===== src/rtl/rfe_pkg.sv =====
// Package: shared level numbers and write-select codes for the return unit.
// Assumes a fixed sixteen-level event controller.
package rfe_pkg;
    localparam int NUM_LVL = 16;
    typedef logic [3:0] lvl_t;

    localparam lvl_t LVL_EMU  = 4'd0;
    localparam lvl_t LVL_RST  = 4'd1;
    localparam lvl_t LVL_NMI  = 4'd2;
    localparam lvl_t LVL_EVX  = 4'd3;
    localparam lvl_t LVL_GEN  = 4'd4;
    localparam lvl_t LVL_HWE  = 4'd5;

    typedef enum logic [2:0] {
        WS_SP   = 3'd0,
        WS_KSP  = 3'd1,
        WS_USP  = 3'd2,
        WS_LB0  = 3'd3,
        WS_LB1  = 3'd4,
        WS_GDIS = 3'd5
    } wsel_t;
endpackage


===== src/rtl/rfe_level_find.sv =====
// Module: finds the running level from the pending word.
// Input is pending bits 15..1 (bit 0 is excluded by the caller).
// Assumes the lowest set index wins; found=0 means user mode.
module rfe_level_find
    import rfe_pkg::*;
(
    input  logic                 clk,
    input  logic                 rst_n,
    input  logic [NUM_LVL-1:1]   pend_hi,
    output logic                 found,
    output lvl_t                 lvl
);
    // Scan from the top down so the lowest set bit is the last to write.
    always_comb begin
        found = 1'b0;
        lvl   = LVL_EMU;
        for (int i = NUM_LVL - 1; i >= 1; i--) begin
            if (pend_hi[i]) begin
                found = 1'b1;
                lvl   = lvl_t'(i);
            end
        end
    end


    lvl_set_chk: assert property (@(posedge clk) disable iff (!rst_n)
        found |-> (lvl != LVL_EMU) && pend_hi[lvl]);


    user_none_chk: assert property (@(posedge clk) disable iff (!rst_n)
        !found |-> (pend_hi == '0));
endmodule


===== src/rtl/rfe_legal_chk.sv =====
// Module: decides whether a return to a given target is allowed from the
// current level. Pure combinational; the caller registers the outcome.
// Assumes cur_lvl is meaningful only when in_user is low.
module rfe_legal_chk
    import rfe_pkg::*;
(
    input  logic in_user,
    input  lvl_t cur_lvl,
    input  lvl_t tgt,
    output logic illegal,
    output logic fatal_hit
);
    // Classify the request: user mode first, then the per-target rule.
    always_comb begin
        illegal   = 1'b0;
        fatal_hit = 1'b0;
        if (in_user) begin
            illegal = 1'b1;
        end else begin
            case (tgt)
                LVL_EMU: illegal = (cur_lvl != LVL_EMU);
                LVL_NMI: illegal = (cur_lvl != LVL_NMI);
                LVL_EVX: illegal = (cur_lvl != LVL_EVX);
                LVL_GEN: fatal_hit = 1'b1;
                default: illegal = (cur_lvl == LVL_EMU) ||
                                   (cur_lvl == LVL_NMI) ||
                                   (cur_lvl == LVL_EVX);
            endcase
        end
    end
endmodule


===== src/rtl/rfe_stack_regs.sv =====
// Module: holds the stack pointers, loop-bottom registers and the global
// interrupt-disable flag. An accepted return takes priority over a write.
// Assumes wr_go is already qualified against a pending request.
module rfe_stack_regs
    import rfe_pkg::*;
#(
    parameter int          AW          = 32,
    parameter logic [AW-1:0] SCRATCH_TOP = 32'hFFB0_1000
) (
    input  logic          clk,
    input  logic          rst_n,
    input  logic          wr_go,
    input  logic [2:0]    wr_sel,
    input  logic [AW-1:0] wr_data,
    input  logic          upd,
    input  logic          to_user,
    input  logic          clr_gdis,
    output logic [AW-1:0] sp_q,
    output logic [AW-1:0] ksp_q,
    output logic [AW-1:0] usp_q,
    output logic [AW-1:0] lb0_q,
    output logic [AW-1:0] lb1_q,
    output logic          gdis_q
);
    localparam logic [AW-1:0] LSB_CLR = ~AW'(1);

    wsel_t sel;
    assign sel = wsel_t'(wr_sel);

    // Stack and loop registers: return swap first, core write otherwise.
    always_ff @(posedge clk) begin
        if (!rst_n) begin
            sp_q  <= SCRATCH_TOP;
            ksp_q <= SCRATCH_TOP;
            usp_q <= SCRATCH_TOP;
            lb0_q <= '0;
            lb1_q <= '0;
        end else if (upd) begin
            if (to_user) begin
                ksp_q <= sp_q;
                sp_q  <= usp_q;
                lb0_q <= lb0_q & LSB_CLR;
                lb1_q <= lb1_q & LSB_CLR;
            end
        end else if (wr_go) begin
            case (sel)
                WS_SP:   sp_q  <= wr_data;
                WS_KSP:  ksp_q <= wr_data;
                WS_USP:  usp_q <= wr_data;
                WS_LB0:  lb0_q <= wr_data;
                WS_LB1:  lb1_q <= wr_data;
                default: ;
            endcase
        end
    end

    // Disable flag: cleared by qualifying returns, else set by a write.
    always_ff @(posedge clk) begin
        if (!rst_n) begin
            gdis_q <= 1'b0;
        end else if (upd) begin
            if (clr_gdis) gdis_q <= 1'b0;
        end else if (wr_go && sel == WS_GDIS) begin
            gdis_q <= wr_data[0];
        end
    end


    swap_chk: assert property (@(posedge clk) disable iff (!rst_n)
        upd && to_user |=> (sp_q == $past(usp_q)) && (ksp_q == $past(sp_q)));


    lb_clear_chk: assert property (@(posedge clk) disable iff (!rst_n)
        upd && to_user |=> !lb0_q[0] && !lb1_q[0]);


    gdis_clr_chk: assert property (@(posedge clk) disable iff (!rst_n)
        upd && clr_gdis |=> !gdis_q);
endmodule


===== src/rtl/rfe_ctrl.sv =====
// Module: top of the return-from-event unit. It registers one outcome per
// request (accept, exception or fatal) and, on accept, drives the new PC,
// the updated pending word and the stack-register changes together.
// Assumes request inputs are stable while req_valid is high.
module rfe_ctrl
    import rfe_pkg::*;
#(
    parameter int            AW          = 32,
    parameter logic [AW-1:0] SCRATCH_TOP = 32'hFFB0_1000,
    parameter logic [31:0]   SYSCFG_RST  = 32'h0000_0030
) (
    input  logic                    clk,
    input  logic                    rst_n,
    input  logic                    req_valid,
    input  logic [3:0]              req_lvl,
    input  logic [NUM_LVL-1:0]      pend_in,
    input  logic [NUM_LVL*AW-1:0]   ret_flat,
    input  logic                    wr_en,
    input  logic [2:0]              wr_sel,
    input  logic [AW-1:0]           wr_data,
    output logic                    done,
    output logic [AW-1:0]           new_pc,
    output logic                    exc_req,
    output logic                    fatal,
    output logic                    pend_chk,
    output logic [NUM_LVL-1:0]      pend_out,
    output logic [AW-1:0]           sp,
    output logic [AW-1:0]           ksp,
    output logic [AW-1:0]           usp,
    output logic [AW-1:0]           lb0,
    output logic [AW-1:0]           lb1,
    output logic                    gdis,
    output logic [31:0]             syscfg
);
    logic                 cur_found;
    lvl_t                 cur_lvl;
    logic                 illegal;
    logic                 fatal_hit;
    logic [AW-1:0]        ra;
    logic                 snen;
    logic [NUM_LVL-1:0]   pend_nx;
    logic                 accept;
    logic                 to_user;
    logic                 clr_gdis;
    logic                 wr_go;

    logic                 done_q;
    logic                 exc_q;
    logic                 fatal_q;
    logic                 chk_q;
    logic [AW-1:0]        pc_q;
    logic [NUM_LVL-1:0]   pend_q;

    rfe_level_find u_find (
        .clk     (clk),
        .rst_n   (rst_n),
        .pend_hi (pend_in[NUM_LVL-1:1]),
        .found   (cur_found),
        .lvl     (cur_lvl)
    );

    rfe_legal_chk u_legal (
        .in_user   (!cur_found),
        .cur_lvl   (cur_lvl),
        .tgt       (req_lvl),
        .illegal   (illegal),
        .fatal_hit (fatal_hit)
    );

    // Pick the saved address of the target and its self-nesting flag.
    always_comb begin
        ra   = ret_flat[req_lvl*AW +: AW];
        snen = ra[0];
    end

    // Next pending word: drop emulation bit, drop target unless self-nesting.
    always_comb begin
        pend_nx    = pend_in;
        pend_nx[0] = 1'b0;
        if (!snen) pend_nx[req_lvl] = 1'b0;
    end

    // Request qualification shared by the outcome and stack registers.
    always_comb begin
        accept   = req_valid && !illegal && !fatal_hit;
        to_user  = (pend_nx == '0);
        clr_gdis = (req_lvl >= LVL_HWE) || (req_lvl == LVL_RST);
        wr_go    = wr_en && !req_valid;
    end

    // Outcome pulses, new PC and pending word, one edge per request.
    always_ff @(posedge clk) begin
        if (!rst_n) begin
            done_q  <= 1'b0;
            exc_q   <= 1'b0;
            fatal_q <= 1'b0;
            chk_q   <= 1'b0;
            pc_q    <= '0;
            pend_q  <= '0;
        end else begin
            done_q  <= accept;
            exc_q   <= req_valid && illegal;
            fatal_q <= req_valid && fatal_hit;
            chk_q   <= done_q;
            if (accept) begin
                pc_q   <= {ra[AW-1:1], 1'b0};
                pend_q <= pend_nx;
            end
        end
    end

    rfe_stack_regs #(
        .AW          (AW),
        .SCRATCH_TOP (SCRATCH_TOP)
    ) u_regs (
        .clk      (clk),
        .rst_n    (rst_n),
        .wr_go    (wr_go),
        .wr_sel   (wr_sel),
        .wr_data  (wr_data),
        .upd      (accept),
        .to_user  (to_user),
        .clr_gdis (clr_gdis),
        .sp_q     (sp),
        .ksp_q    (ksp),
        .usp_q    (usp),
        .lb0_q    (lb0),
        .lb1_q    (lb1),
        .gdis_q   (gdis)
    );

    assign done     = done_q;
    assign exc_req  = exc_q;
    assign fatal    = fatal_q;
    assign pend_chk = chk_q;
    assign new_pc   = pc_q;
    assign pend_out = pend_q;
    assign syscfg   = SYSCFG_RST;


    one_outcome_chk: assert property (@(posedge clk) disable iff (!rst_n)
        $onehot0({done_q, exc_q, fatal_q}));


    pc_even_chk: assert property (@(posedge clk) disable iff (!rst_n)
        done_q |-> !pc_q[0]);


    pend_chk_follow_chk: assert property (@(posedge clk) disable iff (!rst_n)
        done_q |=> chk_q);


    pend_chk_only_chk: assert property (@(posedge clk) disable iff (!rst_n)
        chk_q |-> $past(done_q));


    user_reject_chk: assert property (@(posedge clk) disable iff (!rst_n)
        req_valid && (pend_in[NUM_LVL-1:1] == '0) |=> exc_q);


    nmi_wrong_lvl_chk: assert property (@(posedge clk) disable iff (!rst_n)
        req_valid && (req_lvl == LVL_NMI) && !pend_in[LVL_NMI] |=> exc_q);


    gen_slot_chk: assert property (@(posedge clk) disable iff (!rst_n)
        req_valid && (req_lvl == LVL_GEN) && (pend_in[NUM_LVL-1:1] != '0)
        |=> fatal_q);


    pend_hold_chk: assert property (@(posedge clk) disable iff (!rst_n)
        !done_q |-> $stable(pend_q));
endmodule


===== config.mk =====
export PLATFORM = sky130hd
export DESIGN_NAME = rfe_ctrl
export DESIGN_NICKNAME = d
export VERILOG_FILES = /design/src/rtl/rfe_pkg.sv /design/src/rtl/rfe_level_find.sv /design/src/rtl/rfe_legal_chk.sv /design/src/rtl/rfe_stack_regs.sv /design/src/rtl/rfe_ctrl.sv
export SDC_FILE = /design/constraint.sdc
export NUM_CORES = 1
export LEC_CHECK = 0
export ABC_AREA = 1
export BUFFER_PORTS_ARGS = -buffer_cell sky130_fd_sc_hd__buf_2
export CAP_MARGIN = 10
export CORE_AREA = 2 2 313 315
export DETAILED_ROUTE_END_ITERATION = 10
export DIE_AREA = 0 0 315 317
export MAX_ROUTING_LAYER = met4
export PLACE_DENSITY = 0.3
export SYNTH_ARGS = -nofsm -noshare
export SYNTH_HDL_FRONTEND = slang
export SYNTH_SLANG_ARGS = --single-unit

===== constraint.sdc =====
create_clock -name clk -period 3.7 [get_ports clk]
set_input_delay 0.74 -clock clk [delete_from_list [all_inputs] [get_ports clk]]
set_output_delay 0.74 -clock clk [all_outputs]
set_load 0.05 [all_outputs]

==> summary.md <==
The worst path needs 2.91 ns of the cycle, external delays included. Input and output buffers added on the ports amount to 780. IR analysis of the VDD net gives a maximum drop of 0.246 mV.

The worst-margin pin slew was 1.16 ns; the standard cell core area was 0.0963 mm^2. The number of nets in the layout is 2998. For the final routed DRC violation total, the log shows 0. The tools report the post-CTS setup repair buffer count as 0. After routing, the total negative slack on setup checks comes to 0 ns.

The post-cts hold buffer count is 0, and the post-route non-filler standard cell count is 3742. The worst path arrival time is 3.42 ns, and the placed cell count is 3671. For the worst-skew pair, the clock arrives at the later sink with an insertion delay of 0.62 ns. The data required time of the critical path came out at 4.21 ns.

The tightest min-delay check is of the in -> reg type. The first detailed-routing pass ran for 5 iterations. The endpoint type of the worst setup path is a flop. The number of nets with antenna violations after routing came out at 0. In this run the worst path has a maximum fanout of 20. The number of maximum-capacitance violations is 0, and the final-layout fill cell count is 11000. Number of endpoints failing setup at the final stage: 0. The launching element type of the critical path was an input port. The library cells used most frequently in the layout, excluding fill and tap cells, are buf_2 (779), a21oi_1 (256), a22oi_1 (254). The flow ran to the end, and the final reports show no timing, DRC or antenna violations.

After synthesis the netlist holds a flip-flop and latch count of 211. Sequential elements use 35.9% of the synthesized area. Area of the mapped netlist: 0.0118 mm^2. The critical setup path kind was in -> reg. Derived from the worst setup path, the maximum achievable clock frequency is 344 MHz. The worst relative slew slack was 22.6%.

For the final max-slew violation count, the log shows 0. The number of different library cells in the post-synthesis netlist was 29; the global-route wire length before repair was 137 mm. The logs give 30 for the total CTS buffers and 0.0999 mm^2 for the area of the die.

The final cycle utilization of the critical path works out to 78.6%. The via density per instance came out at 4.26. No sink is reached through more buffers than the 3 on the longest clock path. In this run the count of I/O pins placed on the die edge is 816. The library cell used most frequently in the layout, excluding fill and tap cells, is buf_2.

The violation count after the first detailed-route iteration is 1028, and the signed area change from the synthesized netlist to the final layout is 55.3%. The run gives 0 as the number of hold violations in the final report. For the number of levels the H-tree was split into, the log shows 1. TritonCTS built the clock tree. In this run the horizontal extent of the chip is 315 um. The gate count of the mapped netlist came out at 1687. The run gives 0.346 ns as the worst hold slack. The clock root buffer was clkbuf_16.

The overall via count from detail_route is 15900, and the average cell area after synthesis is 6.97 um^2. Setup repair after global routing left no endpoint under its margin. The via count of the first global-routing pass was 15600. Entering global routing, the biggest net connects 125 pins. CTS clock-pin slew for the worst setup and hold paths: 0.06 ns. In this run the core area contains 114 standard-cell rows.

After detailed routing, the total wire length is 104 mm. Routability-driven placement finished with a final weighted congestion of 1.13. For this run, the total global-route usage over all layers was measured as 20.4%. The number of sinks on the clock net is 211, and the number of gates resized after CTS is 0.

For the number of antenna violations at the first check in global routing, the log shows 88. The fraction of final layout cells sized beyond drive strength 1 was 38.7%; the starting density of the core was 12.2%. Summed over all layers, the global routing overflow is 0. Clock skew on the completed layout was measured at 0.0356 ns. Sum of net half-perimeters after detailed placement: 85.8 mm.

In this run the power density over the cells is 394 mW/mm^2. The vertical die dimension is 317 um, and the total leakage power is 8.67 nW. The run gives 0 as the number of warnings reported in the yosys synthesis log. Once layout is complete, the utilization of the core stands at 19.0%.

Average wire length per cell after detail routing: 27.9 um.
## metrics by stage
step | setup slack [ns] | instance area [um^2] | power (mW)
2_1_floorplan | 0.986 | 11900 | 3.52
6_report | 0.791 | 18200 | 7.20
5_1_grt | 0.496 | 18200 | 7.56
3_5_place_dp | 0.127 | 17300 | 4.43
4_1_cts | 0.784 | 18200 | 7.34
3_3_place_gp | 0.124 | 17300 | 4.43
## synthesized netlist by cell type
cell      instances  area share [%]
clkinv_1          2           0.064
nand4_2           1            0.11
nand3b_1          2            0.13
conb_1            2           0.064
a21oi_1         256              11
o211a_1           1           0.085
inv_1            74             2.4
buf_1            13            0.42
nor2_4            1           0.096
nand3_1          61             2.6
a21oi_2           1           0.075
nand2_4           1           0.096
buf_2            25             1.1
clkbuf_1        103             3.3
or2_2            31             1.7
nand2_2           3            0.16
o21ai_0         171             7.3
nor2_1          113             3.6
nand2_1         246             7.9
dfxtp_1         211              36
buf_4            34             2.2
a31oi_1           1           0.053
nor3_1           34             1.4
inv_2             4            0.13
nand4_1          14            0.75
a22oi_1         254              16
o21ai_1          24             1.0
a211oi_1          1           0.064
buf_6             3            0.29
## area by class of cell
class,count,area [um^2],share of cell area [%]
clock buffer,45,857,4.70
timing repair buffer,854,4600,25.2
clock inverter,8,75.1,0.411
inverter,80,304,1.67
tap,1276,1600,8.75
multi-input combinational,1250,6540,35.9
antenna,18,45.0,0.247
sequential,211,4220,23.1
## cell families after synthesis
family	Yosys count	synth area share (%)
simple gates	507	18.5
compound gates	709	35.7
other cells	2	0.0639
buf+inv	258	9.78
flops	211	35.9
## metal layers
metal / vias up / GRT usage [%] / share of wire [%]
met5: - / - / 0
met3: 195 / 5.20 / 7.4
li1: 7439 / - / -
met4: 0 / 3.98 / 2.6
met1: 7587 / 23.6 / 40
met2: 720 / 35.8 / 50
## power by group
part | switching, mW | total [mW] | internal [mW]
Combinational | 1.36 | 1.95 | 0.592
Sequential | 0.0529 | 2.43 | 2.37
Clock | 1.23 | 2.82 | 1.59
## flip-flops by register name, summed over array words and instances, names as in the netlist
signal,cells
new_pc,31
u_regs.lb0_q,32
u_regs.sp_q,32
u_regs.usp_q,32
pend_out,15
done,1
fatal,1
u_regs.ksp_q,32
exc_req,1
pend_chk,1
u_regs.lb1_q,32
u_regs.gdis_q,1
## worst max-delay path, cell delays in order
cell     delay, ns
buf_2         0.13
nand2_1       0.12
inv_4         0.11
a22oi_1       0.19
nand2_1       0.10
nand2_1       0.06
nand2_1       0.09
inv_1         0.07
nand2_1       0.15
o21ai_1       0.24
nand2_1       0.09
nor2_1        0.14
nand2_1       0.11
nor2_1        0.21
nand4_2       0.20
nand2_2       0.14
nand2_4       0.14
buf_12        0.20
nor2_1        0.11
nor2_1        0.06
## final timing paths
check	end	start	slack, ns	depth (start not counted)
setup reg to reg	u_regs.ksp_q[19]$_SDFFE_PN0P_	u_regs.sp_q[19]$_SDFFE_PN0P_	2.63	4
hold reg to reg	u_regs.usp_q[17]$_SDFFE_PN0P_	u_regs.usp_q[17]$_SDFFE_PN0P_	0.46	2
setup / recovery	u_regs.sp_q[10]$_SDFFE_PN0P_	req_lvl[0]	0.79	20
hold / removal	u_regs.usp_q[12]$_SDFFE_PN1P_	wr_data[12]	0.35	3
Note: power is estimated with default switching activity, not from simulation.
